==> config.mk <==
export PLATFORM = sky130hd
export DESIGN_NAME = par_route_sel
export DESIGN_NICKNAME = d
export VERILOG_FILES = /design/src/rtl/par_route_pkg.sv /design/src/rtl/par_dim_cmp.sv /design/src/rtl/par_plane_pick.sv /design/src/rtl/par_route_reg.sv /design/src/rtl/par_route_sel.sv
export SDC_FILE = /design/constraint.sdc
export NUM_CORES = 1
export LEC_CHECK = 0
export ABC_AREA = 0
export CORE_MARGIN = 2
export CORE_UTILIZATION = 40
export CTS_BUF_LIST = sky130_fd_sc_hd__clkbuf_16
export DETAILED_ROUTE_END_ITERATION = 7
export PLACE_DENSITY = 0.85
export SYNTH_ARGS = -nofsm -noshare
export SYNTH_HDL_FRONTEND = slang
export SYNTH_SLANG_ARGS = --single-unit
export TNS_END_PERCENT = 5
==> constraint.sdc <==
create_clock -name clk_i -period 4.5 [get_ports clk_i]
set_input_delay 0.45 -clock clk_i [delete_from_list [all_inputs] [get_ports clk_i]]
set_output_delay 0.45 -clock clk_i [all_outputs]
set_load 0.01 [all_outputs]
==> src/rtl/par_route_pkg.sv <==
package par_route_pkg;
  localparam int NUM_PORTS = 7;
  localparam int NUM_DIMS  = 3;
  typedef enum logic [2:0] {
    PORT_LOCAL = 3'd0,
    PORT_XP    = 3'd1,
    PORT_XN    = 3'd2,
    PORT_YP    = 3'd3,
    PORT_YN    = 3'd4,
    PORT_ZP    = 3'd5,
    PORT_ZN    = 3'd6
  } port_e;
endpackage

==> src/rtl/par_dim_cmp.sv <==
module par_dim_cmp #(
  parameter int CW = 4
) (
  input  logic [CW-1:0] cur_i,
  input  logic [CW-1:0] dst_i,
  output logic          need_o,
  output logic          pos_o
);
  assign need_o = (cur_i != dst_i);
  assign pos_o  = (dst_i > cur_i);
endmodule

==> src/rtl/par_plane_pick.sv <==
module par_plane_pick
  import par_route_pkg::*;
(
  input  logic [NUM_DIMS-1:0]  need_i,
  input  logic [NUM_DIMS-1:0]  pos_i,
  input  logic                 plane_i,
  input  logic [NUM_PORTS-1:0] busy_i,
  output logic                 found_o,
  output port_e                port_o,
  output logic                 plane_o
);
  port_e dim_port [NUM_DIMS];

  for (genvar d = 0; d < NUM_DIMS; d++) begin : g_dir
    assign dim_port[d] = port_e'(3'(2*d + 1 + (pos_i[d] ? 0 : 1)));
  end

  // plane 1 once X is resolved or tag already advanced
  assign plane_o = plane_i | ~need_i[0];

  logic  lo_ok, hi_ok;
  port_e lo_port, hi_port;
  logic  lo_need, hi_need;

  always_comb begin
    if (!plane_o) begin
      lo_need = need_i[0]; lo_port = dim_port[0];
      hi_need = need_i[1]; hi_port = dim_port[1];
    end else begin
      lo_need = need_i[1]; lo_port = dim_port[1];
      hi_need = need_i[2]; hi_port = dim_port[2];
    end
    lo_ok = lo_need && !busy_i[lo_port];
    hi_ok = hi_need && !busy_i[hi_port];
  end

  always_comb begin
    found_o = 1'b0;
    port_o  = PORT_LOCAL;
    if (lo_ok) begin
      found_o = 1'b1;
      port_o  = lo_port;
    end else if (hi_ok) begin
      found_o = 1'b1;
      port_o  = hi_port;
    end else if (plane_o && !lo_need && !hi_need && !busy_i[PORT_LOCAL]) begin
      found_o = 1'b1;
      port_o  = PORT_LOCAL;
    end
  end
endmodule

==> src/rtl/par_route_reg.sv <==
module par_route_reg
  import par_route_pkg::*;
(
  input  logic  clk_i,
  input  logic  rst_ni,
  input  logic  load_i,
  input  port_e port_i,
  input  logic  plane_i,
  input  logic  ready_i,
  output logic  valid_o,
  output port_e port_o,
  output logic  plane_o
);
  always_ff @(posedge clk_i or negedge rst_ni) begin
    if (!rst_ni) begin
      valid_o <= 1'b0;
      port_o  <= PORT_LOCAL;
      plane_o <= 1'b0;
    end else if (load_i) begin
      valid_o <= 1'b1;
      port_o  <= port_i;
      plane_o <= plane_i;
    end else if (ready_i) begin
      valid_o <= 1'b0;
    end
  end
endmodule

==> src/rtl/par_route_sel.sv <==
module par_route_sel
  import par_route_pkg::*;
#(
  parameter int CW = 4
) (
  input  logic                 clk_i,
  input  logic                 rst_ni,
  input  logic                 req_valid_i,
  output logic                 req_ready_o,
  input  logic [CW-1:0]        cur_x_i,
  input  logic [CW-1:0]        cur_y_i,
  input  logic [CW-1:0]        cur_z_i,
  input  logic [CW-1:0]        dst_x_i,
  input  logic [CW-1:0]        dst_y_i,
  input  logic [CW-1:0]        dst_z_i,
  input  logic                 plane_i,
  input  logic [NUM_PORTS-1:0] busy_i,
  output logic                 rt_valid_o,
  input  logic                 rt_ready_i,
  output logic [2:0]           rt_port_o,
  output logic                 rt_vc_o,
  output logic                 rt_plane_o
);
  logic [CW-1:0]       cur [NUM_DIMS];
  logic [CW-1:0]       dst [NUM_DIMS];
  logic [NUM_DIMS-1:0] need, pos;

  assign cur[0] = cur_x_i; assign dst[0] = dst_x_i;
  assign cur[1] = cur_y_i; assign dst[1] = dst_y_i;
  assign cur[2] = cur_z_i; assign dst[2] = dst_z_i;

  for (genvar d = 0; d < NUM_DIMS; d++) begin : g_dim
    par_dim_cmp #(.CW(CW)) i_cmp (
      .cur_i (cur[d]),
      .dst_i (dst[d]),
      .need_o(need[d]),
      .pos_o (pos[d])
    );
  end

  logic  found, nxt_plane;
  port_e nxt_port, reg_port;

  par_plane_pick i_pick (
    .need_i (need),
    .pos_i  (pos),
    .plane_i(plane_i),
    .busy_i (busy_i),
    .found_o(found),
    .port_o (nxt_port),
    .plane_o(nxt_plane)
  );

  assign req_ready_o = found && (!rt_valid_o || rt_ready_i);

  par_route_reg i_reg (
    .clk_i  (clk_i),
    .rst_ni (rst_ni),
    .load_i (req_valid_i && req_ready_o),
    .port_i (nxt_port),
    .plane_i(nxt_plane),
    .ready_i(rt_ready_i),
    .valid_o(rt_valid_o),
    .port_o (reg_port),
    .plane_o(rt_plane_o)
  );

  assign rt_port_o = reg_port;
  assign rt_vc_o   = rt_plane_o;
endmodule

==> flow_summary.ini, run 1 <==
[clock_tree]
postCtsSetupBuffers = 0
clk_latency_ns = 0.23
htreeDepth = 1
clockBufferDepth = 2
cts_sinks = 5
cts-resized-gates = 0
postCtsHoldBufs = 0
cts_buffers = 3
cts_tree = yes
cts_root_buf = clkbuf_16
path_clk_slew_ns = 0.04

[layout]
instances_no_fill = 149
num-nets-final = 173
drive_above_1_share = 0.1129
area_growth_pct = 70.88
antenna_cells = 0

[place]
gp_congestion = 0.7006
port_buffers = 42
pre_cts_slack_ns = 1.208
dp_cells = 145
dpl.hpwl_um = 1611

[drt]
drtIter0Drc = 8
wl_per_cell_um = 13.79
drtAntennaViolNets = 0
wl_um = 2055
vias_per_cell = 5.121
dr.pass1.iters = 4
vias = 763
drc = 0

[die]
io-pin-count = 43
rows = 15
die_w_um = 46.49
die_h_um = 46.49
die-area_sq_mm = 0.002161
coreArea_sq_mm = 0.001708
start_util = 0.4227

[global_route]
grt_start_max_net_pins = 9
grt_antenna_before_repair = 0
grt_pass1_vias = 781
grt_overflow = 0
grt_pass1_wl_um = 3049
grt_usage = 0.2024

[timing]
worst_slack_ns = 1.151
rsz0062_at_grt = false
skew_ns = 0.004283
hold_viol_final = 0
setup_violations = 0
period_needed_ns = 3.349
fmax_mhz = 298.6
fin_crit_sh = 0.7442
finalSetupTns_ns = 0
maxSlewViolCount = 0
worst_pin_slew_ns = 0.3298
relSlewSlack = 0.7795

[flow_run]
cap_violations = 0

[worst_setup_path]
arrival_ns = 2.90
critPathLaunchType = primary input
endpoint_kind = output pin
crit_required_ns = 4.05
crit_fanout = 4
criticalPathCategory = in2out

[outcome]
status = complete, no violations

[pwr]
total_power_mw = 0.3831
worst_ir_drop_vdd_v = 0.0002416
power.leakage_nw = 0.5698
p_per_area_mw_per_mm2 = 310.5

[logic_synthesis]
synth.avg_cell_area_sq_um = 9.024
synth_cell_types = 34
synth_nets = 128
ys_seq_area_frac = 0.1733
synthCells = 80
synth_warnings = 0
ys_ff_latch = 5
synthesis.area_sq_um = 721.9

[min_path]
min_path_type = in2async
## path summary, 6_finish.rpt
kind	from	to	slack [ns]	cells after the start
worst max-delay path	cur_y_i[3]	req_ready_o	1.15	9
worst min-delay path	rst_ni	i_reg.plane_o	0.45	1
worst max register to register	i_reg.valid_o	i_reg.port_o[2]	3.09	4
worst min register to register	i_reg.port_o[0]	i_reg.port_o[0]	0.52	1
max in group asynchronous	rst_ni	i_reg.port_o[1]	3.84	1
min in group clk_i	i_reg.port_o[0]	i_reg.port_o[0]	0.52	1
## metal layers
metal  share of wire  wire length, um  track usage  up-vias
met2            0.54             1100       0.4000       38
met5               0                0            0        -
li1                -                -            -      380
met1            0.36              746       0.1884      339
met3           0.071              145      0.06275        6
met4           0.031               63      0.07429        0
## cell usage in the layout (no fill, tap or decap), drive strengths merged, types with 2 or more instances in the layout
| cell type | netlist | routed |
|---|---|---|
| inv | 13 | 14 |
| clkbuf | 0 | 3 |
| mux2 | 4 | 4 |
| nand4 | 3 | 3 |
| ha | 12 | 12 |
| o211ai | 3 | 3 |
| a21oi | 4 | 4 |
| a31oi | 4 | 4 |
| clkdlybuf4s50 | 0 | 42 |
| dfrtp | 5 | 5 |
| nor2 | 2 | 2 |
| nand2 | 5 | 5 |
| nor2b | 4 | 4 |
## cells by family after synthesis
logic type	count (synthesis)	synth area share
compound gates	22	0.2548
simple gates	21	0.1733
buf+inv	15	0.09359
fa+ha+maj	12	0.2080
mux	5	0.09706
flops	5	0.1733
## through the flow
step	util	hold slack [ns]	cell area, sq um
floorplan	-	0.1544	721.9
global placement	0.6762	0.5016	1155
detailed placement	0.6762	0.5038	1155
CTS	0.7223	0.4662	1234
global route	0.7223	0.4710	1234
finish	0.7223	0.4527	1234
## sequential cells by signal, indices dropped and copies added, names as in the netlist
name and flops:
i_reg.port_o 3, i_reg.valid_o 1, i_reg.plane_o 1
## worst max-delay path: stages
cell	delay [ns]
clkdlybuf4s50_1	0.46
inv_1	0.04
ha_1	0.23
or3_4	0.35
o221ai_4	0.19
mux2i_1	0.31
a21oi_2	0.06
a31oi_1	0.21
clkdlybuf4s50_1	0.59
## cells in the mapped netlist, drive strengths merged
cell	instances	share of area
mux2	4	0.083
or2	1	0.0087
nand2	5	0.026
a211oi	1	0.010
or3	1	0.016
nand4	3	0.026
nand3	1	0.0069
and2	1	0.012
nand3b	1	0.010
a31o	1	0.012
o211ai	3	0.038
a41oi	1	0.012
dfrtp	5	0.17
a31oi	4	0.035
buf	2	0.026
a21oi	4	0.033
nor2b	4	0.035
o221ai	1	0.036
inv	13	0.068
or4	1	0.010
o21a	1	0.010
a21bo	1	0.014
mux2i	1	0.014
nor2	2	0.010
o21ai	1	0.0069
o32ai	1	0.012
a21boi	1	0.010
and3b	1	0.012
ha	12	0.21
a41o	1	0.014
a21o	1	0.010
## where the power goes
part	switching, mW	total (mW)	leakage [nW]	internal, mW
registers	0.0117	0.0708	0.0616	0.0592
clock network	0.0297	0.145	0.0423	0.115
logic	0.0642	0.167	0.466	0.103
total	0.106	0.383	0.570	0.277
## final cells by class
class / count / area [sq um]
Timing Repair Buffer: 42 / 420.4
Clock buffer: 3 / 75.07
Fill cell: 133 / 474.2
Inverter: 13 / 48.80
Tap cell: 25 / 31.28
Clock inverter: 1 / 3.754
Sequential cell: 5 / 125.1
Multi-Input combinational cell: 60 / 529.3
(Power assumes the default switching activity.)
==> inputs of run 2 (changes only) <==
- CORE_UTILIZATION: 40 -> 37
- PLACE_DENSITY: 0.85 -> 0.79
- clock period: 4.5 -> 3.4 ns (I/O delays scaled with it)
==> run 2 against run 1 <==
  * Utilization shrank 3.0 points
  * Combinational power up 31%
  * Sequential cell count stayed put
  * Final cell count is the same
  * Critical path depth unchanged
  * Sequential power up 27%
  * First-iteration DRC count is 38% higher
  * Power rose by 30%
  * Critical endpoint unchanged
  * Largest power group unchanged
==> flow_summary.ini, run 2 (synthesis gave the netlist of run 1 again) <==
[timing]
rsz0062_at_grt = false
setup_violations = 0
hold_viol_final = 0
finalSetupTns_ns = 0
maxSlewViolCount = 0
period_needed_ns = 3.070
fin_crit_sh = 0.9028
worst_pin_slew_ns = 0.3095
relSlewSlack = 0.7909
skew_ns = 0.003366
fmax_mhz = 325.8

[flow_run]
cap_violations = 0

[place]
dpl.hpwl_um = 1620
dp_cells = 145
gp_congestion = 0.7344
port_buffers = 42

[die]
die_w_um = 48.17
coreArea_sq_mm = 0.001783
rows = 15
start_util = 0.4049
die_h_um = 48.17
die-area_sq_mm = 0.002320
io-pin-count = 43

[global_route]
grt_usage = 0.1760
grt_start_max_net_pins = 9
use_met2 = 0.3421
grt_use_met1 = 0.1759
top_usage_layer = met2
grt_overflow = 0
met3_usage = 0.03704
grt_antenna_before_repair = 0
grt_pass1_wl_um = 2849
grt_pass1_vias = 736

[drt]
vias = 753
drtAntennaViolNets = 0
dr.pass1.iters = 4
wl_per_cell_um = 12.70
wl_um = 1892
drtIter0Drc = 11
drc = 0
vias_per_cell = 5.054

[clock_tree]
postCtsHoldBufs = 0
cts_root_buf = clkbuf_16
cts-resized-gates = 0
htreeDepth = 1
postCtsSetupBuffers = 0
path_clk_slew_ns = 0.03
cts_buffers = 3
cts_sinks = 5
cts_tree = yes
clockBufferDepth = 2
clk_latency_ns = 0.23

[pwr]
p_per_area_mw_per_mm2 = 405.0
worst_ir_drop_vdd_v = 0.0002474
power.leakage_nw = 0.5698

[worst_setup_path]
crit_fanout = 8
criticalPathCategory = in2out
critPathLaunchType = primary input
endpoint_kind = output pin
arrival_ns = 2.73
crit_required_ns = 3.06

[layout]
nFillCells = 141
num-nets-final = 173
final_common_cell = clkdlybuf4s50_1
antenna_cells = 0
multi_input_area_sq_um = 529.3
seq_area_sq_um = 125.1
largest_reg_flops = 3
instances_no_fill = 149
largest_register = i_reg.port_o
area_growth_pct = 70.88
final_cell_mix = clkdlybuf4s50_1 (42), inv_1 (14), ha_1 (12)
top_regs = i_reg.port_o: 3 flops, i_reg.plane_o: 1 flops, i_reg.valid_o: 1 flops
drive_above_1_share = 0.1129

[outcome]
status = complete, no violations

[min_path]
min_path_type = in2async
[run 2: cell counts in the layout (fill, tap and decap cells not counted)]
Identical to the previous run, type by type.
[run 2: layout make-up]
type / instances / share of cell area
inverter: 13 / 0.03955
clock inverter: 1 / 0.003043
timing repair buffer: 42 / 0.3408
multi-input combinational: 60 / 0.4290
tap: 25 / 0.02536
clock buffer: 3 / 0.06085
sequential: 5 / 0.1014
[run 2: final timing paths]
check / end / cells after the start / slack [ns] / from
max in group asynchronous: i_reg.valid_o / 1 / 2.85 / rst_ni
setup reg to reg: i_reg.port_o[1] / 4 / 2.05 / i_reg.valid_o
hold / removal: i_reg.port_o[0] / 1 / 0.34 / rst_ni
hold reg to reg: i_reg.port_o[2] / 1 / 0.51 / i_reg.port_o[2]
setup / recovery: req_ready_o / 9 / 0.33 / cur_x_i[3]
min in group clk_i: i_reg.port_o[2] / 1 / 0.51 / i_reg.port_o[2]
[run 2: per-layer routing]
| metal | routed length, um | vias up | share of wire |
|---|---|---|---|
| met5 | 0 | - | 0 |
| met3 | 120 | 4 | 0.063 |
| met1 | 791 | 329 | 0.42 |
| li1 | - | 384 | - |
| met2 | 951 | 36 | 0.50 |
| met4 | 28 | 0 | 0.015 |
[run 2: power by group]
part	leakage [nW]	switching (mW)	total (mW)	internal [mW]
logic	0.466	0.0822	0.219	0.136
clock network	0.0423	0.0386	0.191	0.152
registers	0.0616	0.0119	0.0901	0.0783
total	0.570	0.133	0.500	0.367
[run 2: worst max-delay path, cell delays in order]
cell	delay (ns)
clkdlybuf4s50_1	0.46
inv_1	0.04
ha_1	0.34
a41o_1	0.34
nand2_1	0.12
a31oi_1	0.24
a21oi_2	0.09
a31oi_1	0.18
clkdlybuf4s50_1	0.57
[run 2: through the flow]
| step | area [sq um] | util | hold slack (ns) | power (mW) | worst slack (ns) |
|---|---|---|---|---|---|
| 4_1_cts | 1234 | 0.6919 | 0.3492 | 0.5018 | 0.3212 |
| 3_3_place_gp | 1155 | 0.6477 | 0.4982 | 0.3019 | 0.3561 |
| 6_report | 1234 | 0.6919 | 0.3436 | 0.4997 | 0.3304 |
| 3_5_place_dp | 1155 | 0.6477 | 0.5082 | 0.3098 | 0.3306 |
| 5_1_grt | 1234 | 0.6919 | 0.3485 | 0.5245 | 0.1516 |
| 2_1_floorplan | 721.9 | - | 0.04441 | 0.2076 | 1.020 |
